--- config.mk ---
export PLATFORM = sky130hd
export DESIGN_NAME = pbc_sequencer
export DESIGN_NICKNAME = d
export VERILOG_FILES = /design/src/rtl/pbc_pkg.sv /design/src/rtl/pbc_start_detect.sv /design/src/rtl/pbc_playback.sv /design/src/rtl/pbc_capture.sv /design/src/rtl/pbc_sequencer.sv
export SDC_FILE = /design/constraint.sdc
export NUM_CORES = 1
export LEC_CHECK = 0
export BUFFER_PORTS_ARGS = -buffer_cell sky130_fd_sc_hd__buf_2
export CAP_MARGIN = 20
export CORE_ASPECT_RATIO = 1.5
export CORE_UTILIZATION = 43
export DETAILED_ROUTE_END_ITERATION = 10
export PLACE_DENSITY = 0.84
export SYNTH_ARGS = -nofsm -noshare
export SYNTH_HDL_FRONTEND = slang
export SYNTH_HIERARCHICAL = 1
export SYNTH_SLANG_ARGS = --single-unit
export TNS_END_PERCENT = 10
--- constraint.sdc ---
create_clock -name clk -period 2.5 [get_ports clk]
set_clock_uncertainty 0.05 [all_clocks]
set_input_delay 0.75 -clock clk [delete_from_list [all_inputs] [get_ports clk]]
set_output_delay 0.75 -clock clk [all_outputs]
set_load 0.1 [all_outputs]
--- src/rtl/pbc_pkg.sv ---
package pbc_pkg;

    localparam int DATA_W = 18;
    localparam int DLY_W  = 8;

    // Control word layout, most significant bit first (32 bits).
    typedef struct packed {
        logic             sw_go;       // 31: software start, acts on 0->1
        logic             ext_mode;    // 30: 1 = external pin starts a run
        logic             ch0_en;      // 29: channel 0 clock enable
        logic [4:0]       spare;       // 28:24
        logic [DLY_W-1:0] wr_delay;    // 23:16: cycles before first capture write
        logic             cap_prst_n;  // 15
        logic             cap_mrst_n;  // 14
        logic             pat_prst_n;  // 13
        logic             pat_mrst_n;  // 12
        logic [5:0]       rb_delay;    // 11:6: analog delay, handled outside
        logic [5:0]       ch0_delay;   // 5:0: analog delay, handled outside
    } ctrl_t;

    typedef enum logic [1:0] {
        PB_IDLE = 2'd0,
        PB_HOLD = 2'd1,
        PB_PLAY = 2'd2,
        PB_DONE = 2'd3
    } pb_state_t;

    typedef enum logic [1:0] {
        CP_IDLE  = 2'd0,
        CP_DELAY = 2'd1,
        CP_FILL  = 2'd2,
        CP_DONE  = 2'd3
    } cp_state_t;

    function automatic logic resets_released(ctrl_t c);
        return c.cap_prst_n & c.cap_mrst_n & c.pat_prst_n & c.pat_mrst_n;
    endfunction

endpackage

--- src/rtl/pbc_start_detect.sv ---
module pbc_start_detect (
    input  logic clk,
    input  logic rst,
    input  logic ext_mode,
    input  logic sw_bit,
    input  logic ext_in,
    output logic start_edge
);
    logic sw_q;
    logic ext_q;

    always_ff @(posedge clk) begin
        if (rst) begin
            sw_q  <= 1'b0;
            ext_q <= 1'b0;
        end else begin
            sw_q  <= sw_bit;
            ext_q <= ext_in;
        end
    end

    always_comb begin
        if (ext_mode) start_edge = ext_in & ~ext_q;
        else          start_edge = sw_bit & ~sw_q;
    end
endmodule

--- src/rtl/pbc_playback.sv ---
module pbc_playback
    import pbc_pkg::*;
(
    input  logic clk,
    input  logic rst,
    input  logic launch,
    input  logic finish,
    input  logic almost_empty,
    input  logic empty,
    output logic rd,
    output logic done
);
    pb_state_t state;

    always_ff @(posedge clk) begin
        if (rst) begin
            state <= PB_IDLE;
        end else begin
            unique case (state)
                PB_IDLE: if (launch)        state <= PB_HOLD;
                PB_HOLD: if (!almost_empty) state <= PB_PLAY;
                PB_PLAY: if (empty)         state <= PB_DONE;
                PB_DONE: if (finish)        state <= PB_IDLE;
                default:                    state <= PB_IDLE;
            endcase
        end
    end

    assign rd   = (state == PB_PLAY) && !empty;
    assign done = (state == PB_DONE);

    // playback only finishes after the buffer was seen empty
    a_r5_done_after_empty: assert property (@(posedge clk) disable iff (rst)
        $rose(done) |-> $past(empty));

    // a read never follows directly on a hold cycle with the threshold unmet
    a_r4_hold_blocks_read: assert property (@(posedge clk) disable iff (rst)
        (state == PB_HOLD) && almost_empty |=> !rd);
endmodule

--- src/rtl/pbc_capture.sv ---
module pbc_capture
    import pbc_pkg::*;
#(
    parameter int CNT_W = DLY_W
) (
    input  logic             clk,
    input  logic             rst,
    input  logic             launch,
    input  logic             finish,
    input  logic [CNT_W-1:0] delay,
    input  logic             full,
    output logic             wr,
    output logic             done
);
    cp_state_t        state;
    logic [CNT_W-1:0] cnt;

    always_ff @(posedge clk) begin
        if (rst) begin
            state <= CP_IDLE;
            cnt   <= '0;
        end else begin
            unique case (state)
                CP_IDLE: if (launch) begin
                    state <= CP_DELAY;
                    cnt   <= delay;
                end
                CP_DELAY: begin
                    if (cnt == '0) state <= CP_FILL;
                    else           cnt   <= cnt - 1'b1;
                end
                CP_FILL: if (full)   state <= CP_DONE;
                CP_DONE: if (finish) state <= CP_IDLE;
                default:             state <= CP_IDLE;
            endcase
        end
    end

    assign wr   = (state == CP_FILL) && !full;
    assign done = (state == CP_DONE);

    // while the delay count is running, no write can appear next cycle
    a_r3_delay_no_write: assert property (@(posedge clk) disable iff (rst)
        (state == CP_DELAY) && (cnt != '0) |=> !wr);

    // capture only finishes after the buffer was seen full
    a_r7_done_after_full: assert property (@(posedge clk) disable iff (rst)
        $rose(done) |-> $past(full));
endmodule

--- src/rtl/pbc_sequencer.sv ---
module pbc_sequencer
    import pbc_pkg::*;
#(
    parameter int WORD_W = DATA_W
) (
    input  logic              clk,
    input  logic              rst,
    input  logic [31:0]       ctrl_word,
    input  logic              ext_start,
    input  logic              pat_empty,
    input  logic              pat_almost_empty,
    input  logic [WORD_W-1:0] pat_rdata,
    input  logic              cap_full,
    input  logic [WORD_W-1:0] dut_data,
    output logic              pat_rd,
    output logic              cap_wr,
    output logic [WORD_W-1:0] cap_wdata,
    output logic [WORD_W-1:0] pat_out,
    output logic              run_active,
    output logic              ch0_clk_en,
    output logic              cap_prst_n,
    output logic              cap_mrst_n,
    output logic              pat_prst_n,
    output logic              pat_mrst_n
);
    ctrl_t ctl;
    assign ctl = ctrl_t'(ctrl_word);

    logic start_edge;
    logic launch;
    logic finish;
    logic pb_done;
    logic cp_done;
    logic run_q;

    pbc_start_detect u_start (
        .clk        (clk),
        .rst        (rst),
        .ext_mode   (ctl.ext_mode),
        .sw_bit     (ctl.sw_go),
        .ext_in     (ext_start),
        .start_edge (start_edge)
    );

    assign launch = start_edge && !run_q && resets_released(ctl);
    assign finish = run_q && pb_done && cp_done;

    pbc_playback u_play (
        .clk          (clk),
        .rst          (rst),
        .launch       (launch),
        .finish       (finish),
        .almost_empty (pat_almost_empty),
        .empty        (pat_empty),
        .rd           (pat_rd),
        .done         (pb_done)
    );

    pbc_capture #(.CNT_W(DLY_W)) u_cap (
        .clk    (clk),
        .rst    (rst),
        .launch (launch),
        .finish (finish),
        .delay  (ctl.wr_delay),
        .full   (cap_full),
        .wr     (cap_wr),
        .done   (cp_done)
    );

    always_ff @(posedge clk) begin
        if (rst) begin
            run_q   <= 1'b0;
            pat_out <= '0;
        end else begin
            if (launch)      run_q <= 1'b1;
            else if (finish) run_q <= 1'b0;
            if (pat_rd) pat_out <= pat_rdata;
        end
    end

    assign run_active = run_q;
    assign cap_wdata  = dut_data;
    assign ch0_clk_en = ctl.ch0_en;
    assign cap_prst_n = ctl.cap_prst_n;
    assign cap_mrst_n = ctl.cap_mrst_n;
    assign pat_prst_n = ctl.pat_prst_n;
    assign pat_mrst_n = ctl.pat_mrst_n;

    // a run only begins after a detected start edge
    a_r1_run_needs_edge: assert property (@(posedge clk) disable iff (rst)
        $rose(run_active) |-> $past(start_edge));

    // a run only begins while every buffer reset bit is released
    a_r11_no_start_in_reset: assert property (@(posedge clk) disable iff (rst)
        $rose(run_active) |-> $past(ctrl_word[15:12] == 4'hF));

    // no pattern read outside a run
    a_r4_idle_no_read: assert property (@(posedge clk) disable iff (rst)
        !run_active |-> !pat_rd);

    // never write into a full capture buffer
    a_r7_no_write_full: assert property (@(posedge clk) disable iff (rst)
        cap_wr |-> !cap_full);

    // pattern output holds when nothing is read
    a_r9_pat_hold: assert property (@(posedge clk) disable iff (rst)
        !pat_rd |=> $stable(pat_out));

    // an active run with unfinished work stays active
    a_r8_run_holds: assert property (@(posedge clk) disable iff (rst)
        run_active && !(pb_done && cp_done) |=> run_active);
endmodule

==> impl_summary.log, run 1 <==
INFO  metric globalRoute.totalOverflow = 0
INFO  metric layout_common_cells = sky130_fd_sc_hd__buf_2 (60), sky130_fd_sc_hd__dfxtp_1 (33), sky130_fd_sc_hd__nor2_1 (22), sky130_fd_sc_hd__mux2i_1 (22), sky130_fd_sc_hd__inv_1 (14)
INFO  metric reg2reg_from = u_start/sw_q
INFO  metric post-synth-top-area-fraction = 0.338
INFO  metric gr-usage-met1 = 0.163
INFO  metric failing_checks = design-rule violations
INFO  metric synth.yosys.warnings = 6
INFO  metric dominantRegCellSynth = sky130_fd_sc_hd__dfxtp_1
INFO  metric coreArea = 0.00428 mm²
INFO  metric num_rows = 29
INFO  metric worst_slew_margin_rel = 0.606
INFO  metric io_pins = about 120
INFO  metric cap_viol_max_count = 0
INFO  metric hold_viol_final = 0
INFO  metric yosys.area.top_type = sky130_fd_sc_hd__dfxtp_1
INFO  metric antenna_violating_nets_remaining = 0
INFO  metric syn_area_per_cell = around 9.4 µm²
INFO  metric synthTopCellsByArea = sky130_fd_sc_hd__dfxtp_1 (34%), sky130_fd_sc_hd__mux2i_1 (11%), sky130_fd_sc_hd__buf_4 (9.2%), sky130_fd_sc_hd__ha_1 (7.0%), sky130_fd_sc_hd__nor2_1 (4.2%)
INFO  metric synthXorXnorAreaFrac = 0
INFO  metric antenna-diode-count = 0
INFO  metric fin_cells = 300
INFO  metric grt_antenna_before_repair = 0
INFO  metric hpwl = ~3 mm
INFO  metric layout_worst_path_cycle_share = 0.863
INFO  metric crit_type = input pin to register
INFO  metric detailedRoute.firstPassIterationCount = 8
INFO  metric cts.clk_slew.worst_paths = ~0.07 ns
INFO  metric reg2reg_setup_slack = between 0.6 and 0.7 ns
INFO  metric numClockSinks = 33
INFO  metric grt_start_max_net_pins = 27
INFO  metric global_route.usage.met3 = 0.0370
INFO  metric data_arrival_at_the_endpoint_of_the_critical_path = 2.28 ns
INFO  metric groute.usage.overall = 0.163
INFO  metric startpoint_type = input pin
INFO  metric drt-vias-per-instance = between 5 and 6
INFO  metric drt-wirelength-per-cell = 12.9 µm
INFO  metric initial_core_util = 0.457
INFO  metric multi_input_gate_area_in_the_final_layout = 998 µm²
INFO  metric busiest_layer = met2
INFO  metric max-clock-path-buffers = 2
INFO  metric post_cts.resized_instances = 0
INFO  metric vias = 1540
INFO  metric mux_share_of_post_synthesis_cell_area = 0.125
INFO  metric leakagePower = 0.984 nW
INFO  metric syn_area = 0.00196 mm²
INFO  metric drt_drc_violations_left = 16
INFO  metric design.die.area = 0.00483 mm²
INFO  metric ys_seq_area_frac = 0.338
INFO  metric finalWirelength = 3.87 mm
INFO  metric vias_in_the_first_global_route = 1529
INFO  metric gpl_congestion = 0.773
INFO  metric timing.hold.worst_path_depth = 2
INFO  metric setup_tns = 0 ns
INFO  metric ys_async_sr_fraction = 0
INFO  metric synth.ff_latch_count = 33
INFO  metric placed_cells = 292
INFO  metric vdd_drop_max = approximately 0.36 mV
INFO  metric worst_r2r_path_depth = 7
INFO  metric clk_latency = ~0.28 ns
INFO  metric drt_iter0_drc = 35
INFO  metric timing.hold.worst.start = pat_out[11]
INFO  metric cts_post_setup_buffers_inserted = 0
INFO  metric synthSimpleGateAreaFrac = 0.198
INFO  metric power_after_layout = 0.00153 W
INFO  metric ctsHtreeMaxLevel = 2
INFO  metric timing.final.crit_period = 2.16 ns
INFO  metric crit_path_max_fanout = 3
INFO  metric cts_inserted_buffers = 5
INFO  metric buffer_ports.inserted = 62
INFO  metric combinational_family_with_the_most_area_after_synthesis = simple AND/OR/NAND/NOR gates
INFO  metric flow.area_growth_from_synthesis = 14.4%
INFO  metric tritoncts = yes
INFO  metric die_h = 84.6 µm
INFO  metric worstReg2RegEnd = u_cap/state[0]
INFO  metric synth-compound-area-share = 0.116
INFO  metric tightest_slew = 0.586 ns
INFO  metric global_route.usage.met2 = 0.306
INFO  metric share_of_layout_cells_above_drive_strength_1 = 0.335
INFO  metric worst_ep_required_time = 2.62 ns
INFO  metric grt_pass1_wl = 6.19 mm
INFO  metric worstSetupEndpointType = register
INFO  metric post_synth_fa_ha_maj_area_fraction = 0.0704
INFO  metric netlist_instances = 208
INFO  metric mostFrequentLayoutCell = sky130_fd_sc_hd__buf_2
INFO  metric clk_root_buffer_cell = sky130_fd_sc_hd__clkbuf_8
INFO  metric post_cts_hold_buffer_count = 0
INFO  metric sequential_cell_area = 661 µm²
INFO  metric final.fill_count = between 400 and 500
INFO  metric cellPowerDensity = between 600 and 700 mW/mm²
INFO  metric slew_viol_final = 0
INFO  metric number_of_enable_type_register_cells_in_the_synthesized_netlist = 0
INFO  metric synthDistinctLibCells = 44
INFO  metric min_path_type = register to register
INFO  metric hold_slack = 0.440 ns
INFO  metric run_status = finished with violations
INFO  metric max_clock_freq = 463 MHz
INFO  metric rsz0062_at_grt = no
INFO  metric chipWidth = 57.1 µm
INFO  metric finalSetupViolations = 0
INFO  metric final_nets = 338
INFO  metric whs_endpoint = pat_out[11]
INFO  metric syn_nets = ~300
## cell usage after synthesis (2+ instances only)
master	number
sky130_fd_sc_hd__inv_1	14
sky130_fd_sc_hd__nor3b_1	3
sky130_fd_sc_hd__and3_1	2
sky130_fd_sc_hd__buf_4	24
sky130_fd_sc_hd__o21ai_1	7
sky130_fd_sc_hd__buf_6	2
sky130_fd_sc_hd__a21oi_1	8
sky130_fd_sc_hd__a31oi_1	2
sky130_fd_sc_hd__buf_2	2
sky130_fd_sc_hd__and2b_1	3
sky130_fd_sc_hd__o21ai_0	3
sky130_fd_sc_hd__o32ai_1	2
sky130_fd_sc_hd__mux2i_1	22
sky130_fd_sc_hd__nor2_1	22
sky130_fd_sc_hd__dfxtp_1	33
sky130_fd_sc_hd__a21boi_0	2
sky130_fd_sc_hd__ha_1	11
sky130_fd_sc_hd__nor2b_1	8
sky130_fd_sc_hd__nand2_1	7
sky130_fd_sc_hd__nand2b_1	6
sky130_fd_sc_hd__nor3_1	2
## where the power goes
group	leakage, nW	total, W	switching (W)	internal (W)
logic	0.672	0.000555	0.000324	0.000231
registers	0.267	0.000598	0.0000353	0.000563
clock network	0.0450	0.000380	0.000187	0.000193
## critical path, cell delays in order
cell	delay (ns)
sky130_fd_sc_hd__buf_2	0.07
sky130_fd_sc_hd__inv_1	0.05
sky130_fd_sc_hd__o32ai_2	0.25
sky130_fd_sc_hd__nand4b_1	0.14
sky130_fd_sc_hd__nor2_1	0.23
sky130_fd_sc_hd__inv_1	0.07
sky130_fd_sc_hd__a221o_1	0.31
sky130_fd_sc_hd__a2111o_1	0.29
sky130_fd_sc_hd__o211a_1	0.12
## area by class of cell
type,instances,area share
Multi-Input combinational cell,131,0.446
Sequential cell,33,0.295
Timing Repair Buffer,68,0.172
Clock buffer,6,0.0324
Tap cell,46,0.0257
Inverter,14,0.0235
Clock inverter,2,0.00447
## through the flow
| stage | util | cell area, µm² | setup WS (ns) |
|---|---|---|---|
| 6_report | 0.523 | 2240 | 0.341 |
| 5_1_grt | 0.523 | 2240 | 0.184 |
| 4_1_cts | 0.523 | 2240 | 0.344 |
| 3_5_place_dp | 0.503 | 2150 | 0.0399 |
| 3_3_place_gp | 0.503 | 2150 | 0.0575 |
| 2_1_floorplan | - | 1960 | 0.138 |
## per-layer routing
metal  share of wire  vias to the layer above
li1                -                      770
met4           0.014                        0
met1            0.39                      713
met2            0.54                       51
met3           0.057                        6
met5               0                        -
## state kept, by name, summed over array words and instances (netlist names)
| name | flops |
|---|---|
| u_start/sw_q | 1 |
| u_start/ext_q | 1 |
| run_active | 1 |
| u_play/state | 2 |
| u_cap/state | 2 |
| u_cap/cnt | 8 |
| pat_out | 18 |
## worst max path at each step
stage	startpoint	end	slack [ns]	cells past startpoint
finish	ctrl_word[31]	u_cap/state[0]	0.34	9
global route	ctrl_word[31]	u_cap/cnt[6]	0.18	10
CTS	ctrl_word[31]	u_cap/state[0]	0.34	9
detailed placement	ctrl_word[31]	u_cap/state[0]	0.04	9
global placement	ctrl_word[31]	u_cap/state[0]	0.06	9
floorplan	cap_full	cap_wr	0.14	1
## logic make-up after synthesis
| logic type | after synthesis |
|---|---|
| simple gates | 63 |
| flops | 33 |
| fa+ha+maj | 11 |
| compound gates | 33 |
| mux | 24 |
| buf+inv | 44 |
Power figures use the tool's default switching activity.
==> run 2, diff against run 1 <==
- CORE_UTILIZATION: 43 -> 25
- PLACE_DENSITY: 0.84 -> 0.55
==> run 2 against run 1 <==
The flow now finishes without violations. Global-route usage shrank 6.2 points. Clock power grew 90%. Core utilization shrank 21 points. Worst setup slack lost 0.067 ns. Via count shrank 1.3%. Maximum frequency shrank 3.0%. Combinational power is essentially flat. Largest cell class unchanged.
==> impl_summary.log, run 2 (synthesized netlist as in run 1, its figures left out) <==
INFO  metric min_path_type = register to register
INFO  metric hpwl = 3.01 mm (+1.0%)
INFO  metric crit_path_max_fanout = 3 (unchanged)
INFO  metric layout_common_cells = sky130_fd_sc_hd__buf_2 (60), sky130_fd_sc_hd__dfxtp_1 (33), sky130_fd_sc_hd__nor2_1 (22), sky130_fd_sc_hd__mux2i_1 (22), sky130_fd_sc_hd__inv_1 (14)
INFO  metric max_flop_register = pat_out
INFO  metric data_arrival_at_the_endpoint_of_the_critical_path = 2.34 ns (+0.06 ns)
INFO  metric sequentialPowerShare = 0.319 (-0.071)
INFO  metric worst_slew_margin_rel = 0.546 (-0.0606)
INFO  metric mostFrequentLayoutCell = sky130_fd_sc_hd__buf_2
INFO  metric buffer_ports.inserted = 62 (unchanged)
INFO  metric clock_power_share = 0.384 (+0.136)
INFO  metric worst_setup_slack_after_layout = 0.274 ns (-0.0674 ns)
INFO  metric rsz0062_at_grt = no
INFO  metric crit_type = input pin to register
INFO  metric cell_area_after_layout = 0.00240 mm² (+7.2%)
INFO  metric design.die.area = 0.00819 mm² (+70%)
INFO  metric hold_viol_final = 0 (unchanged)
INFO  metric clk_latency = 0.27 ns (about the same)
INFO  metric antenna_violating_nets_remaining = 0 (unchanged)
INFO  metric ctsHtreeMaxLevel = 2 (unchanged)
INFO  metric max-clock-path-buffers = 2 (unchanged)
INFO  metric startpoint_type = input pin
INFO  metric vias_in_the_first_global_route = 1413 (-7.6%)
INFO  metric globalRoute.totalOverflow = 0 (unchanged)
INFO  metric leading_registers_by_flop_count = pat_out x18, u_cap/cnt x8
INFO  metric vias = 1520 (-1.3%)
INFO  metric die_h = 110 µm (+30%)
INFO  metric num_rows = 39 (+34%)
INFO  metric coreArea = 0.00761 mm² (+78%)
INFO  metric post_cts.resized_instances = 0 (unchanged)
INFO  metric worst_ep_required_time = 2.62 ns (about the same)
INFO  metric flow.area_growth_from_synthesis = 22.6%
INFO  metric drt_iter0_drc = 93 (+170%)
INFO  metric internal_power_consumption = 0.00129 W (+31%)
INFO  metric grt_pass1_wl = 6.36 mm (+2.8%)
INFO  metric drt-vias-per-instance = 4.27 (-17%)
INFO  metric tritoncts = yes
INFO  metric pre_cts_ws = -0.0388 ns (-0.0787 ns)
INFO  metric share_of_layout_cells_above_drive_strength_1 = 0.335 (unchanged)
INFO  metric cap_viol_max_count = 0 (unchanged)
INFO  metric chipWidth = 74.2 µm (+30%)
INFO  metric grt_antenna_before_repair = 0 (unchanged)
INFO  metric initial_core_util = 0.257 (-0.200)
INFO  metric groute.usage.overall = 0.102 (-0.0615)
INFO  metric slew_viol_final = 0 (unchanged)
INFO  metric final_nets = 338 (unchanged)
INFO  metric drt_drc_violations_left = 0 (-16)
INFO  metric cts.clk_slew.worst_paths = 0.06 ns (about the same)
INFO  metric finalSetupViolations = 0 (unchanged)
INFO  metric cts_inserted_buffers = 5 (unchanged)
INFO  metric finalWirelength = 4.07 mm (+5.3%)
INFO  metric drt-wirelength-per-cell = 11.4 µm (-11%)
INFO  metric sw_frac_of_total = 0.314 (-0.0423)
INFO  metric p_comb_frac = 0.296 (-0.066)
INFO  metric detailedRoute.firstPassIterationCount = 4 (-4)
INFO  metric setup_tns = 0 ns (unchanged)
INFO  metric vdd_drop_max = 0.269 mV (-25%)
INFO  metric final_core_util = 0.315 (-0.208)
INFO  metric post_cts_hold_buffer_count = 0 (unchanged)
INFO  metric gpl_congestion = 0.726 (-6.1%)
INFO  metric io_pins = 118 (unchanged)
INFO  metric numClockSinks = 33 (unchanged)
INFO  metric max_clock_freq = 449 MHz (-3.0%)
INFO  metric cellPowerDensity = 785 mW/mm² (+15%)
INFO  metric timing.final.crit_period = 2.23 ns (+0.0674 ns)
INFO  metric placed_cells = 348 (+19%)
INFO  metric tightest_slew = 0.677 ns (+0.0901 ns)
INFO  metric cts_post_setup_buffers_inserted = 0 (unchanged)
INFO  metric antenna-diode-count = 0 (unchanged)
INFO  metric number_of_flip_flops_in_the_largest_register = 18 (unchanged)
INFO  metric grt_start_max_net_pins = 27 (unchanged)
INFO  metric layout_worst_path_cycle_share = 0.890 (+0.0270)
INFO  metric worstSetupEndpointType = register
INFO  metric p_sw = 0.000591 W (+8.2%)
INFO  metric clk_root_buffer_cell = sky130_fd_sc_hd__clkbuf_16
INFO  metric fin_cells = 356 (+19%)
INFO  metric run_status = completed
INFO  metric leakagePower = 1.02 nW (+4.0%)
INFO  metric placedInstanceArea = 0.00222 mm² (+3.3%)
## run 2: changes by cell type in the layout (fill, tap and decap cells not counted), sizes merged
cell | previous run | this run
clkinv | 2 | 0
clkbuf | 6 | 7
bufinv | 0 | 1
## run 2: power groups by stage
| stage | clock, W | combinational, W | sequential, W |
|---|---|---|---|
| floorplan | 0 | 0.000544 | 0.000656 |
| global placement | 0 | 0.000554 | 0.000610 |
| CTS | 0.000748 | 0.000563 | 0.000601 |
| finish | 0.000723 | 0.000558 | 0.000601 |
| global route | 0.000774 | 0.000616 | 0.000608 |
| detailed placement | 0 | 0.000563 | 0.000611 |
## run 2: layout make-up
type	count	area, µm²
Timing Repair Buffer	68	385
Tap cell	102	128
Sequential cell	33	661
Clock buffer	7	143
Clock inverter	1	30.0
Inverter	14	52.6
Fill cell	840	5220
Multi-Input combinational cell	131	998
## run 2: worst paths after layout
kind | depth (start not counted) | start | to | slack (ns)
setup / recovery | 9 | ctrl_word[31] | u_cap/state[0] | 0.27
hold / removal | 2 | pat_out[16] | pat_out[16] | 0.44
setup reg to reg | 7 | u_start/sw_q | u_cap/state[0] | 0.60
hold reg to reg | 2 | pat_out[16] | pat_out[16] | 0.44
## run 2: worst max-delay path: stages
cell and delay [ns]:
sky130_fd_sc_hd__buf_2 0.08, sky130_fd_sc_hd__inv_1 0.05, sky130_fd_sc_hd__o32ai_2 0.27, sky130_fd_sc_hd__nand4b_1 0.15
sky130_fd_sc_hd__nor2_1 0.25, sky130_fd_sc_hd__inv_1 0.07, sky130_fd_sc_hd__a221o_1 0.32, sky130_fd_sc_hd__a2111o_1 0.29
sky130_fd_sc_hd__o211a_1 0.12
## run 2: metal layers
metal,GRT usage,vias up,share of wire
li1,-,775,-
met1,0.122,699,0.43
met2,0.169,37,0.51
met3,0.0209,9,0.046
met4,0.0526,0,0.017
met5,0,-,0
## run 2: stage by stage
step / hold WS [ns] / total power [W]
floorplan: 0.430 / 0.00120
global placement: 0.420 / 0.00116
detailed placement: 0.431 / 0.00117
CTS: 0.444 / 0.00191
global route: 0.465 / 0.00200
finish: 0.437 / 0.00188
